`src/rtl/hbw_pkg.sv`:
```
package hbw_pkg;
  localparam int DATA_W = 32;
  localparam int LANES  = DATA_W / 8;

  typedef struct packed {
    logic isRd;
    logic isWr;
    logic ioSel;
    logic cfgAddrRd;
    logic cfgAddrWr;
    logic cfgDataGo;
    logic cfgDataOnes;
    logic iackRd;
    logic miss;
  } strobe_t;

  function automatic logic [LANES-1:0] laneBase(input logic [1:0] sz);
    logic [LANES-1:0] r;
    for (int i = 0; i < LANES; i++) r[i] = (i <= int'(sz));
    return r;
  endfunction

  function automatic logic [DATA_W-1:0] laneMask(input logic [LANES-1:0] l);
    logic [DATA_W-1:0] m;
    for (int i = 0; i < LANES; i++) m[8*i +: 8] = {8{l[i]}};
    return m;
  endfunction
endpackage

```
`src/rtl/hbw_ctrl.sv`:
```
module hbw_ctrl
  import hbw_pkg::*;
#(
  parameter int ADDR_W = 24,
  parameter logic [ADDR_W-1:0] IO_TOP = 24'hC00000,
  parameter logic [ADDR_W-1:0] CFG_ADDR_OFS = 24'hC00CF8,
  parameter logic [ADDR_W-1:0] CFG_DATA_OFS = 24'hE00CFC,
  parameter logic [ADDR_W-1:0] IACK_OFS = 24'hF00000
) (
  input  logic [ADDR_W-1:0] cpuAddr,
  input  logic              cpuRd,
  input  logic              cpuWr,
  input  logic              cfgEnable,
  output strobe_t           stb
);
  logic rdOnly, wrOnly, inIo, hitCa, hitCd, hitIa;

  always_comb begin
    rdOnly = cpuRd & ~cpuWr;
    wrOnly = cpuWr & ~cpuRd;
    inIo   = cpuAddr < IO_TOP;
    hitCa  = cpuAddr == CFG_ADDR_OFS;
    hitCd  = cpuAddr[ADDR_W-1:2] == CFG_DATA_OFS[ADDR_W-1:2];
    hitIa  = cpuAddr == IACK_OFS;
    stb = '0;
    stb.isRd = rdOnly;
    stb.isWr = wrOnly;
    if (rdOnly || wrOnly) begin
      if (inIo) begin
        stb.ioSel = 1'b1;
      end else if (hitCa) begin
        stb.cfgAddrRd = rdOnly;
        stb.cfgAddrWr = wrOnly;
      end else if (hitCd) begin
        if (cfgEnable) stb.cfgDataGo = 1'b1;
        else           stb.cfgDataOnes = rdOnly;
      end else if (hitIa && rdOnly) begin
        stb.iackRd = 1'b1;
      end else begin
        stb.miss = 1'b1;
      end
    end
  end
endmodule

```
`src/rtl/hbw_dpath.sv`:
```
module hbw_dpath
  import hbw_pkg::*;
#(
  parameter int VEC_W = 8
) (
  input  logic              clk,
  input  logic              rstN,
  input  strobe_t           stb,
  input  logic [1:0]        laneOff,
  input  logic [1:0]        cpuSize,
  input  logic [DATA_W-1:0] cpuWdata,
  input  logic [DATA_W-1:0] ioRdata,
  input  logic [DATA_W-1:0] cfgRdata,
  input  logic [VEC_W-1:0]  iackVector,
  output logic              cfgEnable,
  output logic [DATA_W-1:0] cfgAddr,
  output logic [LANES-1:0]  cfgBe,
  output logic [DATA_W-1:0] cfgWdata,
  output logic [DATA_W-1:0] cpuRdata,
  output logic              cpuRvalid,
  output logic              errPulse
);
  localparam logic [DATA_W-1:0] LOW_CLR = ~DATA_W'(3);

  logic [LANES-1:0]  base;
  logic [DATA_W-1:0] sizeMask, caNext, rdNext, cfgRdShift, cfgAddrQ;

  assign base     = laneBase(cpuSize);
  assign sizeMask = laneMask(base);

  always_comb begin
    for (int i = 0; i < LANES; i++)
      cfgBe[i] = (i >= int'(laneOff)) && ((i - int'(laneOff)) <= int'(cpuSize));
  end

  assign cfgWdata   = cpuWdata << {laneOff, 3'b000};
  assign cfgRdShift = cfgRdata >> {laneOff, 3'b000};

  for (genvar g = 0; g < LANES; g++) begin : g_lane
    assign caNext[8*g +: 8] = (stb.cfgAddrWr && base[g]) ? cpuWdata[8*g +: 8]
                                                         : cfgAddrQ[8*g +: 8];
  end

  always_ff @(posedge clk) begin
    if (!rstN) cfgAddrQ <= '0;
    else       cfgAddrQ <= caNext & LOW_CLR;
  end

  assign cfgAddr   = cfgAddrQ;
  assign cfgEnable = cfgAddrQ[DATA_W-1];

  always_comb begin
    rdNext = '1;
    if (stb.ioSel)          rdNext = ioRdata & sizeMask;
    else if (stb.cfgAddrRd) rdNext = cfgAddrQ & sizeMask;
    else if (stb.cfgDataGo) rdNext = cfgRdShift & sizeMask;
    else if (stb.iackRd)    rdNext = DATA_W'(iackVector) & sizeMask;
  end

  always_ff @(posedge clk) begin
    if (!rstN) begin
      cpuRdata  <= '0;
      cpuRvalid <= 1'b0;
      errPulse  <= 1'b0;
    end else begin
      cpuRvalid <= stb.isRd;
      errPulse  <= stb.miss;
      if (stb.isRd) cpuRdata <= rdNext;
    end
  end
endmodule

```
`src/rtl/hbr_window_dec.sv`:
```
module hbr_window_dec
  import hbw_pkg::*;
#(
  parameter int ADDR_W = 24,
  parameter int VEC_W  = 8,
  parameter logic [ADDR_W-1:0] IO_TOP = 24'hC00000,
  parameter logic [ADDR_W-1:0] CFG_ADDR_OFS = 24'hC00CF8,
  parameter logic [ADDR_W-1:0] CFG_DATA_OFS = 24'hE00CFC,
  parameter logic [ADDR_W-1:0] IACK_OFS = 24'hF00000
) (
  input  logic              clk,
  input  logic              rstN,
  input  logic [ADDR_W-1:0] cpuAddr,
  input  logic [1:0]        cpuSize,
  input  logic              cpuRd,
  input  logic              cpuWr,
  input  logic [31:0]       cpuWdata,
  output logic [31:0]       cpuRdata,
  output logic              cpuRvalid,
  output logic              errPulse,
  output logic              ioReq,
  output logic              ioWr,
  output logic [ADDR_W-1:0] ioAddr,
  output logic [1:0]        ioSize,
  output logic [31:0]       ioWdata,
  input  logic [31:0]       ioRdata,
  output logic              cfgReq,
  output logic              cfgWr,
  output logic [31:0]       cfgAddr,
  output logic [1:0]        cfgByteOff,
  output logic [3:0]        cfgBe,
  output logic [31:0]       cfgWdata,
  input  logic [31:0]       cfgRdata,
  output logic              iackReq,
  input  logic [VEC_W-1:0]  iackVector
);
  strobe_t stb;
  logic    cfgEnable;

  hbw_ctrl #(
    .ADDR_W(ADDR_W), .IO_TOP(IO_TOP), .CFG_ADDR_OFS(CFG_ADDR_OFS),
    .CFG_DATA_OFS(CFG_DATA_OFS), .IACK_OFS(IACK_OFS)
  ) u_ctrl (
    .cpuAddr(cpuAddr), .cpuRd(cpuRd), .cpuWr(cpuWr),
    .cfgEnable(cfgEnable), .stb(stb)
  );

  hbw_dpath #(.VEC_W(VEC_W)) u_dpath (
    .clk(clk), .rstN(rstN), .stb(stb), .laneOff(cpuAddr[1:0]),
    .cpuSize(cpuSize), .cpuWdata(cpuWdata), .ioRdata(ioRdata),
    .cfgRdata(cfgRdata), .iackVector(iackVector), .cfgEnable(cfgEnable),
    .cfgAddr(cfgAddr), .cfgBe(cfgBe), .cfgWdata(cfgWdata),
    .cpuRdata(cpuRdata), .cpuRvalid(cpuRvalid), .errPulse(errPulse)
  );

  assign ioReq      = stb.ioSel;
  assign ioWr       = stb.ioSel & stb.isWr;
  assign ioAddr     = cpuAddr;
  assign ioSize     = cpuSize;
  assign ioWdata    = cpuWdata;
  assign cfgReq     = stb.cfgDataGo;
  assign cfgWr      = stb.cfgDataGo & stb.isWr;
  assign cfgByteOff = cpuAddr[1:0];
  assign iackReq    = stb.iackRd;
endmodule

```
`config.mk`:
```
export PLATFORM = sky130hd
export DESIGN_NAME = hbr_window_dec
export DESIGN_NICKNAME = d
export VERILOG_FILES = /design/src/rtl/hbw_pkg.sv /design/src/rtl/hbw_ctrl.sv /design/src/rtl/hbw_dpath.sv /design/src/rtl/hbr_window_dec.sv
export SDC_FILE = /design/constraint.sdc
export NUM_CORES = 1
export LEC_CHECK = 0
export ABC_AREA = 1
export BUFFER_PORTS_ARGS = -buffer_cell sky130_fd_sc_hd__buf_2
export CAP_MARGIN = 20
export CORE_AREA = 5 5 112 114
export CTS_BUF_LIST = sky130_fd_sc_hd__clkbuf_16
export CTS_CLUSTER_SIZE = 8
export DETAILED_ROUTE_END_ITERATION = 12
export DIE_AREA = 0 0 117 119
export PLACE_DENSITY = 0.89
export SYNTH_ARGS = -nofsm -noshare
export SYNTH_HDL_FRONTEND = slang
export SYNTH_HIERARCHICAL = 1
export SYNTH_SLANG_ARGS = --single-unit
```
`constraint.sdc`:
```
create_clock -name clk -period 5.9 [get_ports clk]
set_input_delay 0.885 -clock clk [delete_from_list [all_inputs] [get_ports clk]]
set_output_delay 0.885 -clock clk [all_outputs]
set_load 0.1 [all_outputs]
```
* Word-level counts from Yosys, hierarchy flattened
Index checks and enable logic that the tools add are counted.
Word-level totals: flip-flop bits (word level) 66, bits of input ports 134, output and inout port bits 167, word-level logic and storage cells 64
Operators by class: add/subtract/negate cells 4, magnitude comparators 11, eq/ne operators 3, shifts and indexed selects 2, mux-type cells 15, bitwise operators 12, reduce and logical (&&, ||, !) cells 9
Operators by type and width (number):
- $le 32x3->1 | 4
- $mux 32 | 4
- $and 32x32->32 | 3
- $eq 24x24->1 const B | 2
- $and 8x32->32 | 1
- $shl 32x5->32 | 1
- $shr 32x5->32 | 1
- $lt 24x24->1 const B | 1
- $eq 22x22->1 const B | 1
- $logic_and 1x1->1 | 7
- $mux 7 | 1
- $mux 2 | 3
- $mux 6 | 1
- $sub 1x2->3 const A | 2
- $sub 2x2->3 const A | 2
- $mux 1 | 5
- $reduce_or 5->1 | 1
- $and 1x1->1 | 4
- $ge 1x2->1 const A | 2
- $le 2x2->1 const A | 2
- $mux 4 | 1
- $not 1->1 | 4
- $ge 2x2->1 const A | 1
- $le 1x2->1 const A | 1
- $logic_or 1x1->1 | 1

* Depth between registers and ports, before layout
depth in word-level cells 12, depth in mapped cells 17, gate-level depth less buffers 17

* Cells and area by module
Netlist, hierarchy kept.
By module, submodules not included:
- hbw_dpath | instances 1, cells each 658, area each 4256.6 um^2, seq. area each 1281.2 um^2
- hbr_window_dec | instances 1, cells each 64, area each 465.4 um^2, seq. area each 0.0 um^2
- hbw_ctrl | instances 1, cells each 77, area each 356.6 um^2, seq. area each 0.0 um^2

* Worst setup path after synthesis
Ideal clock, no wire load.
path kind input-to-output, start point input cpuAddr[0], end point output cfgWdata[16], arrival 3.620 ns, required time 5.015 ns, path slack 1.395 ns, stages 7, buffers on the path 4, cells stage by stage buf_2 -> inv_2 -> buf_6 -> buf_6 -> buf_4 -> nand2_1 -> o21ai_0
Between the ends: cells in the longest elaborated chain, start to end 1
RTL lines:
- start, declared | line hbr_window_dec.sv:13 | input logic [ADDR_W-1:0] cpuAddr,
- $shl 32x5->32 | line hbw_dpath.sv:36 | assign cfgWdata = cpuWdata << {laneOff, 3'b000};
- end, declared | line hbr_window_dec.sv:32 | output logic [31:0] cfgWdata,
No other way between the ends.

* Worst setup path after layout
start point input cpuAddr[0], end point output cfgBe[2]
Between the ends: cells in the longest elaborated chain, start to end 3, elaborated cells between the ends (all ways) 4, those cells by class 1 x add/sub; 2 x order compare; 1 x reduce/logical
RTL lines:
- $sub 2x2->3 | line hbw_dpath.sv:33 | cfgBe[i] = (i >= int'(laneOff)) && ((i - int'(laneOff)) <= int'(cpuSize));
- $le 32x3->1 | line hbw_dpath.sv:33
- $logic_and 1x1->1 (*) | line hbw_dpath.sv:33
- end, declared | line hbr_window_dec.sv:31 | output logic [3:0] cfgBe,
Mark *: on every way between the ends. The rest lies on a longest branch, timed or not.

==> summary.txt <==
Run status
  – Outcome: finished clean

Synthesis
  – Gate Count Post-Synth: 798
  – Ys Warns: 6
  – Mapped cell area: 5070 sq um
  – Avg Inst Size Synth: 6.35 sq um

Final layout
  – Core utilization of the finished layout: 55.6%
  – Post-route insts no fill: 1150
  – Share of cells above drive strength 1: 35.0%
  – Fin nets: 1147
  – Area growth syn-to-layout: 24.3%
  – Commonest non-fill, non-tap cell in the layout: buf_2
  – Commonest non-fill, non-tap cells in the layout: buf_2, nand2_1, o21ai_0, a21oi_1, nor2_1

Power
  – Clk pwr share: 28.7%
  – Worst IR drop on VDD: 0.176 mV
  – Switch Pwr: 0.822 mW
  – Cell-internal power: 0.852 mW
  – Gate power share: 44.0%
  – LEAKAGE: 3.34 nW
  – Flop pwr share: 27.3%
  – Switch share: 49.1%
  – Pwr dens: 266 nW/um^2

Timing
  – Post-route clock period utilization: 69.9%
  – Hold Slack: 470 ps
  – Worst relative slew slack: 26.3%
  – Worst-Margin Slew: 1100 ps
  – Hold Vio Cnt, Final: 0
  – Final setup fails: 0
  – Min cycle time layout: 4130 ps
  – RSZ-0062 raised after global routing: false
  – Slew Viols, Final: 0
  – Worst clock skew: 8.06 ps
  – Final worst slack: 1770 ps
  – TNS Setup: 0 ps
  – Fmax: 242 MHz

Setup path
  – Kind of end point of the critical path: output port
  – Worst R2R Setup Slack: 3870 ps
  – CP Class: input pin to output port
  – CP peak stage delay: 440 ps
  – R2R Path Start: u_dpath/cfgAddr[31]
  – Req. time, crit path: 5020 ps
  – FF-to-FF End: u_dpath/cpuRdata[25]
  – Crit Path Max Fanout: 48
  – Crit path arrival time: 3240 ps
  – CP Cell Sequence: buf_2 -> buf_4 -> inv_2 -> ha_1 -> inv_1 -> ha_1 -> inv_1 -> o21bai_1 -> a21oi_1 -> buf_2
  – Path depth of the worst reg2reg path: 10
  – CP max stage cell: buf_4
  – CP startpoint kind: input pin

Drt
  – Drt initial violations: 701
  – Wire per inst: 18.4 microns
  – Routed vias: 6187
  – # DRC: 0
  – Drt pass-1 iters: 6
  – DRT Wirelength: 21.2 mm
  – Via density: 5.38
  – DRT antenna net count: 0

Die
  – Starting Density: 44.8%
  – Die width: 117 microns
  – Die height: 119 microns
  – Full die area: 13900 sq um
  – Io pins: 301
  – CORE AREA: 11300 sq um
  – Row count: 39

Worst hold path
  – Hold depth: 2
  – Hold endpoint: u_dpath/cfgAddr[25]
  – Min-delay src: u_dpath/cfgAddr[25]
  – Hold crit path type: flop to flop

Clock tree
  – Setup repair bufs after CTS: 0
  – Sink Count: 64
  – CTS tree: done
  – Root buf cell: clkbuf_16
  – CTS Buffer Depth: 2
  – Clk slew on worst S/H paths: 60 ps
  – CTS Buf Count: 9
  – Worst-Skew Late Latency: 320 ps
  – CTS resizes: 0
  – H-tree depth: 3
  – Hold-fix buffers, CTS: 0

Global route
  – Initial antenna violation count: 1
  – Gr usage total: 28.7%
  – Largest net degree at the start of global routing: 63
  – Vias in the first global route: 5585
  – GRT overflow: 0
  – First-pass GRT wire length: 31.3 mm

Run
  – Max Cap Viol: 0

Place
  – Routability cong.: 0.908
  – Placed Instances: 1134
  – Port Buffers: 298
  – Detailed placement HPWL: 16.6 mm
  – Pre-CTS setup slack: 1820 ps
==> area by class of cell <==
class,instances,area [sq um]
fillers,1192,5020
clock buffers,9,225
flip-flops and latches,64,1280
well taps,143,179
inverters,62,235
repair buffers,304,1540
clock inverters,6,37.5
multi-input cells,561,2800
diodes,1,2.50
==> worst max-delay path by stage <==
stage / endpoint / slack [ps] / start / cells past startpoint
after floorplan: cfgWdata[16] / 1400 / cpuAddr[0] / 7
after global placement: cfgBe[2] / 1870 / cpuAddr[0] / 10
after detailed placement: cfgBe[2] / 1820 / cpuAddr[0] / 10
after CTS: cfgBe[2] / 1810 / cpuAddr[0] / 10
after global routing: cfgBe[2] / 1640 / cpuAddr[0] / 10
final: cfgBe[2] / 1770 / cpuAddr[0] / 10
==> worst max-delay path, delay by kind of cell <==
family / cells / cell delay [ps]
buffers and inverters: 6 / 1470
adders and majority gates: 2 / 680
AOI/OAI and AO/OA: 2 / 170
==> state kept, by name, indices dropped and copies added, names as in the netlist <==
name               cells
u_dpath/cpuRvalid      1
u_dpath/cfgAddr       30
u_dpath/errPulse       1
u_dpath/cpuRdata      32
==> layer usage <==
layer | up-vias | track usage, % | part of all wire, %
li1 | 2981 | - | -
met1 | 2802 | 37.9 | 41
met2 | 352 | 45.1 | 45
met3 | 50 | 6.24 | 9.6
met4 | 2 | 12.0 | 4.0
met5 | - | 0 | 0.033
==> power groups by stage <==
stage / logic [mW] / clock network (mW) / registers, mW
3_5_place_dp: 0.732 / 0 / 0.466
6_report: 0.737 / 0.480 / 0.456
4_1_cts: 0.734 / 0.481 / 0.456
2_1_floorplan: 0.494 / 0 / 0.581
3_3_place_gp: 0.729 / 0 / 0.465
5_1_grt: 0.768 / 0.500 / 0.458
==> stage by stage <==
| stage | power, mW | instance area [sq um] |
|---|---|---|
| after floorplan | 1.08 | 5070 |
| after global placement | 1.19 | 6030 |
| after detailed placement | 1.20 | 6030 |
| after CTS | 1.67 | 6300 |
| after global routing | 1.73 | 6300 |
| final | 1.67 | 6300 |
Note: power is estimated with default switching activity, not from simulation.
